### config.mk
export PLATFORM = sky130hd
export DESIGN_NAME = evt_xbar
export DESIGN_NICKNAME = d
export VERILOG_FILES = /design/src/rtl/evt_xbar_pkg.sv /design/src/rtl/evt_xbar_chan.sv /design/src/rtl/evt_xbar_regs.sv /design/src/rtl/evt_xbar_enables.sv /design/src/rtl/evt_xbar.sv
export SDC_FILE = /design/constraint.sdc
export NUM_CORES = 2
export LEC_CHECK = 0
export BUFFER_PORTS_ARGS = -buffer_cell sky130_fd_sc_hd__buf_4
export CORE_ASPECT_RATIO = 0.6
export CORE_MARGIN = 8
export CORE_UTILIZATION = 25
export DETAILED_ROUTE_END_ITERATION = 8
export GPL_TIMING_DRIVEN = 0
export PLACE_DENSITY = 0.41
export REMOVE_ABC_BUFFERS = 1
export SYNTH_ARGS = -nofsm -noshare
export SYNTH_HDL_FRONTEND = slang
export SYNTH_SLANG_ARGS = --single-unit
### constraint.sdc
create_clock -name clk_i -period 3.3 [get_ports clk_i]
set_input_delay 0.33 -clock clk_i [delete_from_list [all_inputs] [get_ports clk_i]]
set_output_delay 0.33 -clock clk_i [all_outputs]
set_load 0.01 [all_outputs]
### src/rtl/evt_xbar_pkg.sv
// Shared types and register addresses for the event-to-task crossbar.
// Assumes word-addressed registers with an 8-bit address.
package evt_xbar_pkg;

    localparam int SEL_W = 6;                       // select width; all ones = unconnected
    localparam logic [SEL_W-1:0] SEL_NONE = '1;

    localparam logic [7:0] ADDR_EN       = 8'h00;
    localparam logic [7:0] ADDR_SET      = 8'h01;
    localparam logic [7:0] ADDR_CLR      = 8'h02;
    localparam logic [7:0] ADDR_GRP_TASK = 8'h03;
    localparam int         ADDR_MASK_BASE = 8;
    localparam int         ADDR_CFG_BASE  = 16;

    typedef struct packed {
        logic [SEL_W-1:0] fork_sel;
        logic [SEL_W-1:0] task_sel;
        logic [SEL_W-1:0] evt_sel;
    } ch_cfg_t;

endpackage

### src/rtl/evt_xbar_chan.sv
// One routing channel: picks an event source and, when enabled, raises its
// primary and fork destination bits. Purely combinational.
// Assumes destination indices above the peripheral tasks are group tasks.
module evt_xbar_chan
    import evt_xbar_pkg::*;
#(
    parameter int N_EVT  = 32,
    parameter int N_DEST = 40
) (
    input  logic              clk_i,
    input  logic              rst_ni,
    input  logic [N_EVT-1:0]  evt_i,
    input  ch_cfg_t           cfg_i,
    input  logic              en_i,
    output logic [N_DEST-1:0] hit_o
);
    localparam int EW = $clog2(N_EVT);

    logic fire;

    // event qualification: enabled, select in range, source pulsing
    always_comb begin
        fire = en_i && (cfg_i.evt_sel < SEL_W'(N_EVT)) && evt_i[cfg_i.evt_sel[EW-1:0]];
    end

    // destination decode for primary and fork selects
    always_comb begin
        for (int d = 0; d < N_DEST; d++) begin
            hit_o[d] = fire && ((cfg_i.task_sel == SEL_W'(d)) || (cfg_i.fork_sel == SEL_W'(d)));
        end
    end

    AST_OFF_CHANNEL_SILENT: assert property (@(posedge clk_i) disable iff (!rst_ni)
        !en_i |-> (hit_o == '0));
    AST_UNCONNECTED_SILENT: assert property (@(posedge clk_i) disable iff (!rst_ni)
        (cfg_i.task_sel == SEL_NONE && cfg_i.fork_sel == SEL_NONE) |-> (hit_o == '0));

endmodule

### src/rtl/evt_xbar_regs.sv
// Configuration registers: channel selects, group masks, and decode of the
// enable and group-task strobes. Read data is combinational from the address.
// Assumes N_GRP <= 8 and N_CH <= 16 so the fixed address windows do not overlap.
module evt_xbar_regs
    import evt_xbar_pkg::*;
#(
    parameter int N_CH  = 16,
    parameter int N_GRP = 4
) (
    input  logic             clk_i,
    input  logic             rst_ni,
    input  logic             bus_wr_i,
    input  logic [7:0]       bus_addr_i,
    input  logic [31:0]      bus_wdata_i,
    output logic [31:0]      bus_rdata_o,
    input  logic [N_CH-1:0]  ch_en_i,
    output ch_cfg_t          cfg_o  [N_CH],
    output logic [N_CH-1:0]  mask_o [N_GRP],
    output logic             en_wr_o,
    output logic [N_CH-1:0]  en_wdata_o,
    output logic [N_CH-1:0]  set_o,
    output logic [N_CH-1:0]  clr_o,
    output logic [N_GRP-1:0] grp_en_o,
    output logic [N_GRP-1:0] grp_dis_o
);
    ch_cfg_t wcfg;
    logic    unused_wdata;

    // extract select fields from write data
    always_comb begin
        wcfg.evt_sel  = bus_wdata_i[SEL_W-1:0];
        wcfg.task_sel = bus_wdata_i[8 +: SEL_W];
        wcfg.fork_sel = bus_wdata_i[16 +: SEL_W];
    end
    assign unused_wdata = ^bus_wdata_i;

    // strobes for enable-vector writes and bus-fired group tasks
    always_comb begin
        en_wr_o    = bus_wr_i && (bus_addr_i == ADDR_EN);
        en_wdata_o = bus_wdata_i[N_CH-1:0];
        set_o      = (bus_wr_i && bus_addr_i == ADDR_SET) ? bus_wdata_i[N_CH-1:0] : '0;
        clr_o      = (bus_wr_i && bus_addr_i == ADDR_CLR) ? bus_wdata_i[N_CH-1:0] : '0;
        grp_en_o   = (bus_wr_i && bus_addr_i == ADDR_GRP_TASK) ? bus_wdata_i[N_GRP-1:0] : '0;
        grp_dis_o  = (bus_wr_i && bus_addr_i == ADDR_GRP_TASK) ? bus_wdata_i[N_GRP +: N_GRP] : '0;
    end

    // channel configuration storage, reset to unconnected
    always_ff @(posedge clk_i) begin
        if (!rst_ni) begin
            for (int c = 0; c < N_CH; c++) cfg_o[c] <= '{SEL_NONE, SEL_NONE, SEL_NONE};
        end else if (bus_wr_i) begin
            for (int c = 0; c < N_CH; c++)
                if (bus_addr_i == 8'(ADDR_CFG_BASE + c)) cfg_o[c] <= wcfg;
        end
    end

    // group membership storage
    always_ff @(posedge clk_i) begin
        if (!rst_ni) begin
            for (int g = 0; g < N_GRP; g++) mask_o[g] <= '0;
        end else if (bus_wr_i) begin
            for (int g = 0; g < N_GRP; g++)
                if (bus_addr_i == 8'(ADDR_MASK_BASE + g)) mask_o[g] <= bus_wdata_i[N_CH-1:0];
        end
    end

    // read multiplexer
    always_comb begin
        bus_rdata_o = '0;
        if (bus_addr_i == ADDR_EN || bus_addr_i == ADDR_SET || bus_addr_i == ADDR_CLR)
            bus_rdata_o = 32'(ch_en_i);
        for (int g = 0; g < N_GRP; g++)
            if (bus_addr_i == 8'(ADDR_MASK_BASE + g)) bus_rdata_o = 32'(mask_o[g]);
        for (int c = 0; c < N_CH; c++)
            if (bus_addr_i == 8'(ADDR_CFG_BASE + c))
                bus_rdata_o = {10'd0, cfg_o[c].fork_sel, 2'd0, cfg_o[c].task_sel,
                               2'd0, cfg_o[c].evt_sel};
    end

endmodule

### src/rtl/evt_xbar_enables.sv
// Channel enable vector. Merges bus writes, bus set/clear, and group tasks
// from the bus and from routed events. Clears beat sets in the same cycle.
// Assumes all incoming strobes are single-cycle pulses.
module evt_xbar_enables #(
    parameter int N_CH  = 16,
    parameter int N_GRP = 4
) (
    input  logic             clk_i,
    input  logic             rst_ni,
    input  logic             en_wr_i,
    input  logic [N_CH-1:0]  en_wdata_i,
    input  logic [N_CH-1:0]  set_i,
    input  logic [N_CH-1:0]  clr_i,
    input  logic [N_GRP-1:0] bus_grp_en_i,
    input  logic [N_GRP-1:0] bus_grp_dis_i,
    input  logic [N_GRP-1:0] hw_grp_en_i,
    input  logic [N_GRP-1:0] hw_grp_dis_i,
    input  logic [N_CH-1:0]  mask_i [N_GRP],
    output logic [N_CH-1:0]  ch_en_o
);
    logic [N_CH-1:0] set_all;
    logic [N_CH-1:0] clr_all;

    // expand group tasks into per-channel set and clear masks
    always_comb begin
        set_all = set_i;
        clr_all = clr_i;
        for (int g = 0; g < N_GRP; g++) begin
            if (bus_grp_en_i[g]  || hw_grp_en_i[g])  set_all = set_all | mask_i[g];
            if (bus_grp_dis_i[g] || hw_grp_dis_i[g]) clr_all = clr_all | mask_i[g];
        end
    end

    // enable register update, disable has priority
    always_ff @(posedge clk_i) begin
        if (!rst_ni) ch_en_o <= '0;
        else         ch_en_o <= ((en_wr_i ? en_wdata_i : ch_en_o) | set_all) & ~clr_all;
    end

    AST_DISABLE_WINS: assert property (@(posedge clk_i) disable iff (!rst_ni)
        (clr_all != '0) |=> ((ch_en_o & $past(clr_all)) == '0));
    AST_SET_TAKES_EFFECT: assert property (@(posedge clk_i) disable iff (!rst_ni)
        ((set_all & ~clr_all) != '0) |=>
        ((ch_en_o & $past(set_all & ~clr_all)) == $past(set_all & ~clr_all)));

endmodule

### src/rtl/evt_xbar.sv
// Event-to-task crossbar top. Channels decode into a destination vector of
// peripheral tasks followed by group enable and group disable tasks. The OR of
// all channels is registered once, which gives the one-cycle event-to-task delay.
// Assumes N_TASK + 2*N_GRP < 2**SEL_W so the all-ones select stays unconnected.
module evt_xbar
    import evt_xbar_pkg::*;
#(
    parameter int N_EVT  = 32,
    parameter int N_TASK = 32,
    parameter int N_CH   = 16,
    parameter int N_GRP  = 4
) (
    input  logic              clk_i,
    input  logic              rst_ni,
    input  logic [N_EVT-1:0]  evt_i,
    output logic [N_TASK-1:0] task_o,
    input  logic              bus_wr_i,
    input  logic [7:0]        bus_addr_i,
    input  logic [31:0]       bus_wdata_i,
    output logic [31:0]       bus_rdata_o
);
    localparam int N_DEST = N_TASK + 2 * N_GRP;

    ch_cfg_t           cfg   [N_CH];
    logic [N_CH-1:0]   mask  [N_GRP];
    logic [N_DEST-1:0] hits  [N_CH];
    logic [N_DEST-1:0] dest_d, dest_q;
    logic [N_CH-1:0]   ch_en;
    logic              en_wr;
    logic [N_CH-1:0]   en_wdata, set_m, clr_m;
    logic [N_GRP-1:0]  bgrp_en, bgrp_dis;

    evt_xbar_regs #(.N_CH(N_CH), .N_GRP(N_GRP)) regs_i (
        .clk_i(clk_i), .rst_ni(rst_ni),
        .bus_wr_i(bus_wr_i), .bus_addr_i(bus_addr_i), .bus_wdata_i(bus_wdata_i),
        .bus_rdata_o(bus_rdata_o), .ch_en_i(ch_en), .cfg_o(cfg), .mask_o(mask),
        .en_wr_o(en_wr), .en_wdata_o(en_wdata), .set_o(set_m), .clr_o(clr_m),
        .grp_en_o(bgrp_en), .grp_dis_o(bgrp_dis)
    );

    evt_xbar_enables #(.N_CH(N_CH), .N_GRP(N_GRP)) enables_i (
        .clk_i(clk_i), .rst_ni(rst_ni),
        .en_wr_i(en_wr), .en_wdata_i(en_wdata), .set_i(set_m), .clr_i(clr_m),
        .bus_grp_en_i(bgrp_en), .bus_grp_dis_i(bgrp_dis),
        .hw_grp_en_i(dest_q[N_TASK +: N_GRP]),
        .hw_grp_dis_i(dest_q[N_TASK + N_GRP +: N_GRP]),
        .mask_i(mask), .ch_en_o(ch_en)
    );

    for (genvar c = 0; c < N_CH; c++) begin : g_chan
        evt_xbar_chan #(.N_EVT(N_EVT), .N_DEST(N_DEST)) chan_i (
            .clk_i(clk_i), .rst_ni(rst_ni), .evt_i(evt_i), .cfg_i(cfg[c]),
            .en_i(ch_en[c]), .hit_o(hits[c])
        );
    end

    // merge every channel's destinations
    always_comb begin
        dest_d = '0;
        for (int c = 0; c < N_CH; c++) dest_d = dest_d | hits[c];
    end

    // single output register stage for tasks and group tasks
    always_ff @(posedge clk_i) begin
        if (!rst_ni) dest_q <= '0;
        else         dest_q <= dest_d;
    end

    assign task_o = dest_q[N_TASK-1:0];

    AST_TASK_NEEDS_EVENT: assert property (@(posedge clk_i) disable iff (!rst_ni)
        (task_o != '0) |-> ($past(evt_i) != '0));
    AST_TASK_NEEDS_CHANNEL: assert property (@(posedge clk_i) disable iff (!rst_ni)
        (task_o != '0) |-> ($past(ch_en) != '0));

endmodule

* Yosys cells after proc, flatten, opt, wreduce, memory -nomap -nowiden
Index checks and enable logic that the tools add are counted.
** Word-level totals
- Register bits :: 408
- Bits of input ports :: 75
- Output and inout port bits :: 64
- Word-level logic and storage cells :: 2828
** Cells by class
- Order comparisons :: 32
- Eq/ne operators :: 1271
- Mux-type cells :: 66
- Bitwise gates (word level) :: 26
- Reduce and logical (&&, ||, !) cells :: 1379
** Operator list (number)
- $eq 6x5->1 const B :: 512
- $eq 6x4->1 const B :: 256
- $eq 6x6->1 const B :: 256
- $eq 6x3->1 const B :: 128
- $logic_and 1x1->1 :: 676
- $logic_or 1x1->1 :: 650
- $or 40x40->40 :: 15
- $eq 6x2->1 const B :: 64
- $mux 22 :: 16
- $mux 16 :: 16
- $eq 6x1->1 const B :: 32
- $logic_not 6->1 :: 32
- $or 16x16->16 :: 9
- $eq 8x5->1 const B :: 16
- $lt 5x6->1 const B :: 16
- $lt 6x6->1 const B :: 16
- $bmux 1 s5 :: 16
- $reduce_and 2->1 :: 20
- $eq 8x4->1 const B :: 4
- $and 16x16->16 :: 1
- $eq 8x2->1 const B :: 2
- $mux 1 :: 16
- $not 16->16 :: 1
- $eq 8x1->1 const B :: 1
- other kinds (2) :: 3

* Depth between registers and ports, before layout
- Depth after elaboration :: 24
- Gate-level depth with buffers :: 12

* Cells and area by module
A second synthesis with hierarchy kept.
** Unflattened totals
- Cell total of the unflattened synthesis :: 5432
- Area, all modules :: 44824.2 µm²
** Modules (own cells, without submodules)
- evt_xbar_chan :: times used 16, cells each 172, area each 1456.4 µm², seq. area each 0.0 µm²
- evt_xbar_regs :: times used 1, cells each 2203, area each 16757.3 µm², seq. area each 7046.8 µm²
- evt_xbar :: times used 1, cells each 277, area each 3191.8 µm², seq. area each 800.8 µm²
- evt_xbar_enables :: times used 1, cells each 200, area each 1572.8 µm², seq. area each 320.3 µm²

* Worst setup path after synthesis
OpenSTA, ideal clock, no wires.
- Path kind :: input port to output port
- Start :: in bus_addr_i[0]
- End :: out bus_rdata_o[12]
- Arrival time :: 2.555 ns
- Slack :: 0.415 ns
- Cell stages on the path :: 9
- Cells stage by stage :: clkbuf_1 -> buf_2 -> buf_2 -> buf_1 -> clkbuf_1 -> a21oi_1 -> nor2_1 -> o21ai_0 -> a222oi_1
** On the way
- Longest elaborated chain between the ends :: 24
- Elaborated cells on any way between the ends :: 46
- Classes of those cells :: eq/ne (22); mux (21); reduce/logical (3)
** RTL lines
- from (decl) :: line evt_xbar.sv:18 : input logic [7:0] bus_addr_i,
- $eq 8x1->1 / $logic_not 8->1 (equally long branches) :: line evt_xbar_regs.sv:70 : if (bus_addr_i == ADDR_EN || bus_addr_i == ADDR_SET || bus_addr_i == ADDR_CLR)
- $logic_or 1x1->1 (2 in a row) :: line evt_xbar_regs.sv:70
- $mux 16 :: line evt_xbar_regs.sv:70
- $mux 16 (4 in a row) :: line evt_xbar_regs.sv:73 : if (bus_addr_i == 8'(ADDR_MASK_BASE + g)) bus_rdata_o = 32'(mask_o[g]);
- $mux 22 (15 in a row) :: line evt_xbar_regs.sv:75 : if (bus_addr_i == 8'(ADDR_CFG_BASE + c))
- $mux 22 (*) :: line evt_xbar_regs.sv:75
- to (decl) :: line evt_xbar.sv:20 : output logic [31:0] bus_rdata_o
Mark *: on every way between the ends. The rest lies on a longest branch, timed or not.

* Final worst setup path
- Start :: reg regs_i.cfg_o[145] (netlist bit)
- End :: reg dest_q[7]
** On the way
- Longest elaborated chain between the ends :: 13
- Elaborated cells on any way between the ends :: 15
- Classes of those cells :: order compare (1); mux (2); bitwise (9); reduce/logical (3)
** RTL lines
- from (decl) :: line evt_xbar_regs.sv:17 : output ch_cfg_t cfg_o [N_CH],
- from (signal, indexed assignment) :: line evt_xbar_regs.sv:53 : if (bus_addr_i == 8'(ADDR_CFG_BASE + c)) cfg_o[c] <= wcfg;
- $bmux 1 s5 / $lt 6x6->1 (equally long branches) :: line evt_xbar_chan.sv:23 : fire = en_i && (cfg_i.evt_sel < SEL_W'(N_EVT)) && evt_i[cfg_i.evt_sel[EW-1:0]];
- $mux 1 (not written as such) / $logic_and 1x1->1 (equally long branches) :: line evt_xbar_chan.sv:23
- $logic_and 1x1->1 (*) :: line evt_xbar_chan.sv:23
- $logic_and 1x1->1 (*) :: line evt_xbar_chan.sv:29 : hit_o[d] = fire && ((cfg_i.task_sel == SEL_W'(d)) || (cfg_i.fork_sel == SEL_W'(d)));
- $or 40x40->40 (*) (9 in a row) :: line evt_xbar.sv:60 : for (int c = 0; c < N_CH; c++) dest_d = dest_d | hits[c];
- to (signal assigned) :: line evt_xbar.sv:66 : else dest_q <= dest_d;
- to (decl) :: line evt_xbar.sv:27 : logic [N_DEST-1:0] dest_d, dest_q;
Mark *: on every way between the ends. The rest lies on a longest branch, timed or not. The select of a mux whose other input is x is not followed.
A chain may end at the register's enable or synchronous reset.

==> results.py <==
metrics = {
    "min_path": {
        "worstHoldPathType": "input pin to flop",
    },
    "clock_network": {
        "cts_made_buffers": 48,
        "clk_pin_slew_ps": 60,
        "clock_path_buffers": 3,
        "cts_root_buf": "clkbuf_16",
        "cts_tree": "built",
        "cts-htree-levels": 2,
        "clkLatencyLatePin_ps": 670,
        "cts_sinks": 408,
    },
    "timing": {
        "slew_viol_final": 0,
        "setup_tns_ps": -2330,
        "setup_violations": 25,
        "period_share": 1.13,
        "timing.fmax_mhz": 268,
        "relSlewSlack": 0.00805,
        "finalHoldViolCount": 0,
        "finClkSkew_ps": 33.1,
        "fin_ws_ps": -428,
        "fin_crit_ps": 3730,
        "rsz0062_at_grt": "yes",
        "worst_slew_pin_slew_ps": 1480,
        "hold_ws_ps": 32.7,
    },
    "pwr": {
        "power.leakage_nw": 15.0,
        "vdd_drop_max_uv": 333,
        "totalPowerFinal_mw": 12.4,
        "power_density_nw_per_um2": 288,
    },
    "final_layout": {
        "final_common_cell": "nand2_1",
        "fin_area_um2": 43200,
        "final_cell_mix": "1,041 x nand2_1, 562 x o22ai_1, 448 x nand3_1",
        "final_nets": 5054,
        "fillers": 15684,
        "multi_input_area_um2": 27000,
        "seqCellArea_um2": 8350,
        "final_cells": 6945,
        "area_growth_pct": 19.2,
        "drive_gt1_frac": 0.175,
    },
    "outcome": {
        "status": "finished with violations",
        "violations": "capacitance limit, setup timing",
    },
    "logic_synthesis": {
        "syn-cell-area_um2": 36200,
        "synth_edf_count": 0,
        "synth_top_flop_cell": "dfxtp_1",
        "syn_avg_cell_area_um2": 7.01,
        "ys_seq_elements": 408,
        "yosys_warnings": 0,
        "ys_seq_area_frac": 0.225,
        "syn_inst": 5165,
        "async_flop_share": 0,
        "netlist-cell-type-count": 78,
    },
    "worst_setup_path": {
        "cp_max_fo": 7,
        "critPathCaptureType": "flop",
        "crit_arrival_ps": 4250,
        "cp.required_ps": 3820,
        "critPathLaunchType": "flop",
        "criticalPathCategory": "flop to flop",
    },
    "detailed_routing": {
        "vias": 45837,
        "final_antenna_net_count": 0,
        "wl_per_cell_um": 40.2,
        "drc": 0,
        "routed_wl_um": 279000,
        "vias_per_cell": 6.60,
        "dr.first_iter.drc_count": 8789,
        "firstDrtPassIters": 9,
    },
    "global_routing": {
        "antenna_found_initial": 32,
        "grt_pass1_vias": 40044,
        "track_usage": 0.330,
        "grt_pass1_wl_um": 368000,
        "grt_max_degree": 133,
        "grt_overflow": 0,
    },
    "placement": {
        "placed_area_um2": 38300,
        "placedCellCount": 6698,
        "place_hpwl_um": 205000,
        "port_buffers": 118,
        "gp_congestion": 1.05,
    },
    "die": {
        "die_w_um": 507,
        "io-pin-count": 139,
        "core_area_um2": 144000,
        "die_area_um2": 158000,
        "row_count": 108,
        "start_util": 0.251,
        "die_y_um": 311,
    },
    "run": {
        "cap_violations": 1,
    },
}
worst max-delay path, cell delays in order (launching register included):
cell and delay (ps):
dfxtp_4 420, buf_6 150, mux4_2 530, nor2_4 140, nor3_4 60, or3_4 490
a222oi_1 1200, nand3_1 150, o31a_1 450
cells in the mapped netlist (all sizes together), types with 16 or more instances:
library cell / instances / area (µm²)
a2111oi: 16 / 140
a211oi: 22 / 165
a21oi: 146 / 731
a221oi: 36 / 315
a222oi: 111 / 1110
a22o: 37 / 324
a22oi: 197 / 1480
a31oi: 37 / 231
a32oi: 21 / 184
and2: 16 / 100
and3: 34 / 213
buf: 180 / 905
clkbuf: 393 / 1480
dfxtp: 408 / 8170
inv: 37 / 139
mux2: 36 / 405
mux2i: 179 / 1790
mux4: 72 / 1620
nand2: 1054 / 3960
nand2b: 157 / 982
nand3: 469 / 2350
nand3b: 46 / 345
nand4: 30 / 188
nor2: 233 / 875
nor2b: 157 / 982
nor3: 53 / 280
nor4: 19 / 125
o2111ai: 17 / 149
o211ai: 46 / 345
o21ai: 56 / 280
o22ai: 574 / 3590
o31a: 29 / 254
o32ai: 17 / 149
or2: 58 / 363
flip-flops by register name, summed over array words and instances (netlist names):
signal / count
dest_q: 40
enables_i.ch_en_o: 16
regs_i.cfg_o: 288
regs_i.mask_o: 64
path summary, 6_finish.rpt:
check             depth (start not counted)                end         startpoint  slack (ps)
setup / recovery                          8          dest_q[7]  regs_i.cfg_o[145]        -430
hold / removal                            2   regs_i.cfg_o[31]             rst_ni          30
setup reg to reg                          8          dest_q[7]  regs_i.cfg_o[145]        -430
hold reg to reg                           2  regs_i.mask_o[44]  regs_i.mask_o[44]         480
per-stage QoR:
step / util / setup WS, ps
final: 0.300 / -428
after global routing: 0.299 / -428
after CTS: 0.294 / -311
after detailed placement: 0.265 / -2550
after global placement: 0.258 / -6010
after floorplan: - / -82.6
routing by layer:
metal | vias up | track usage | wire length (µm)
met5 | - | 0.00525 | 493
met4 | 12 | 0.0630 | 7590
met3 | 381 | 0.172 | 46000
met2 | 3356 | 0.408 | 99100
met1 | 23009 | 0.494 | 126000
li1 | 19079 | - | -
power by group:
group	total, mW	switching (mW)	internal, mW
Combinational	1.34	0.967	0.370
Clock	6.16	2.72	3.44
Sequential	4.94	0.0326	4.90
repair_timing:
item,in CTS,in global routing
endpoints found under the setup margin,320,56
hold buffers,4,0
gates cloned,10,3
hold endpoints to repair,17,0
pin swaps,68,72
resized for setup,298,135
setup buffers,111,32
final cells by class:
class | count | area share
inverter | 38 | 0.00388
multi-input combinational | 4158 | 0.626
timing repair buffer | 325 | 0.0813
antenna | 4 | 0.000232
tap | 1925 | 0.0558
clock inverter | 24 | 0.00803
sequential | 408 | 0.193
clock buffer | 63 | 0.0319
logic make-up (layout without fill, tap and decap cells):
kind of cell,Yosys count,after routing,share of synthesized area
muxes,287,287,0.105
AOI/OAI and AO/OA,1471,1472,0.288
other,1,14,0.000104
buffers and inverters,611,450,0.0696
and+or+nand+nor,2387,2389,0.311
DFF,408,408,0.225
No activity file was read; power rests on OpenSTA's default activity.
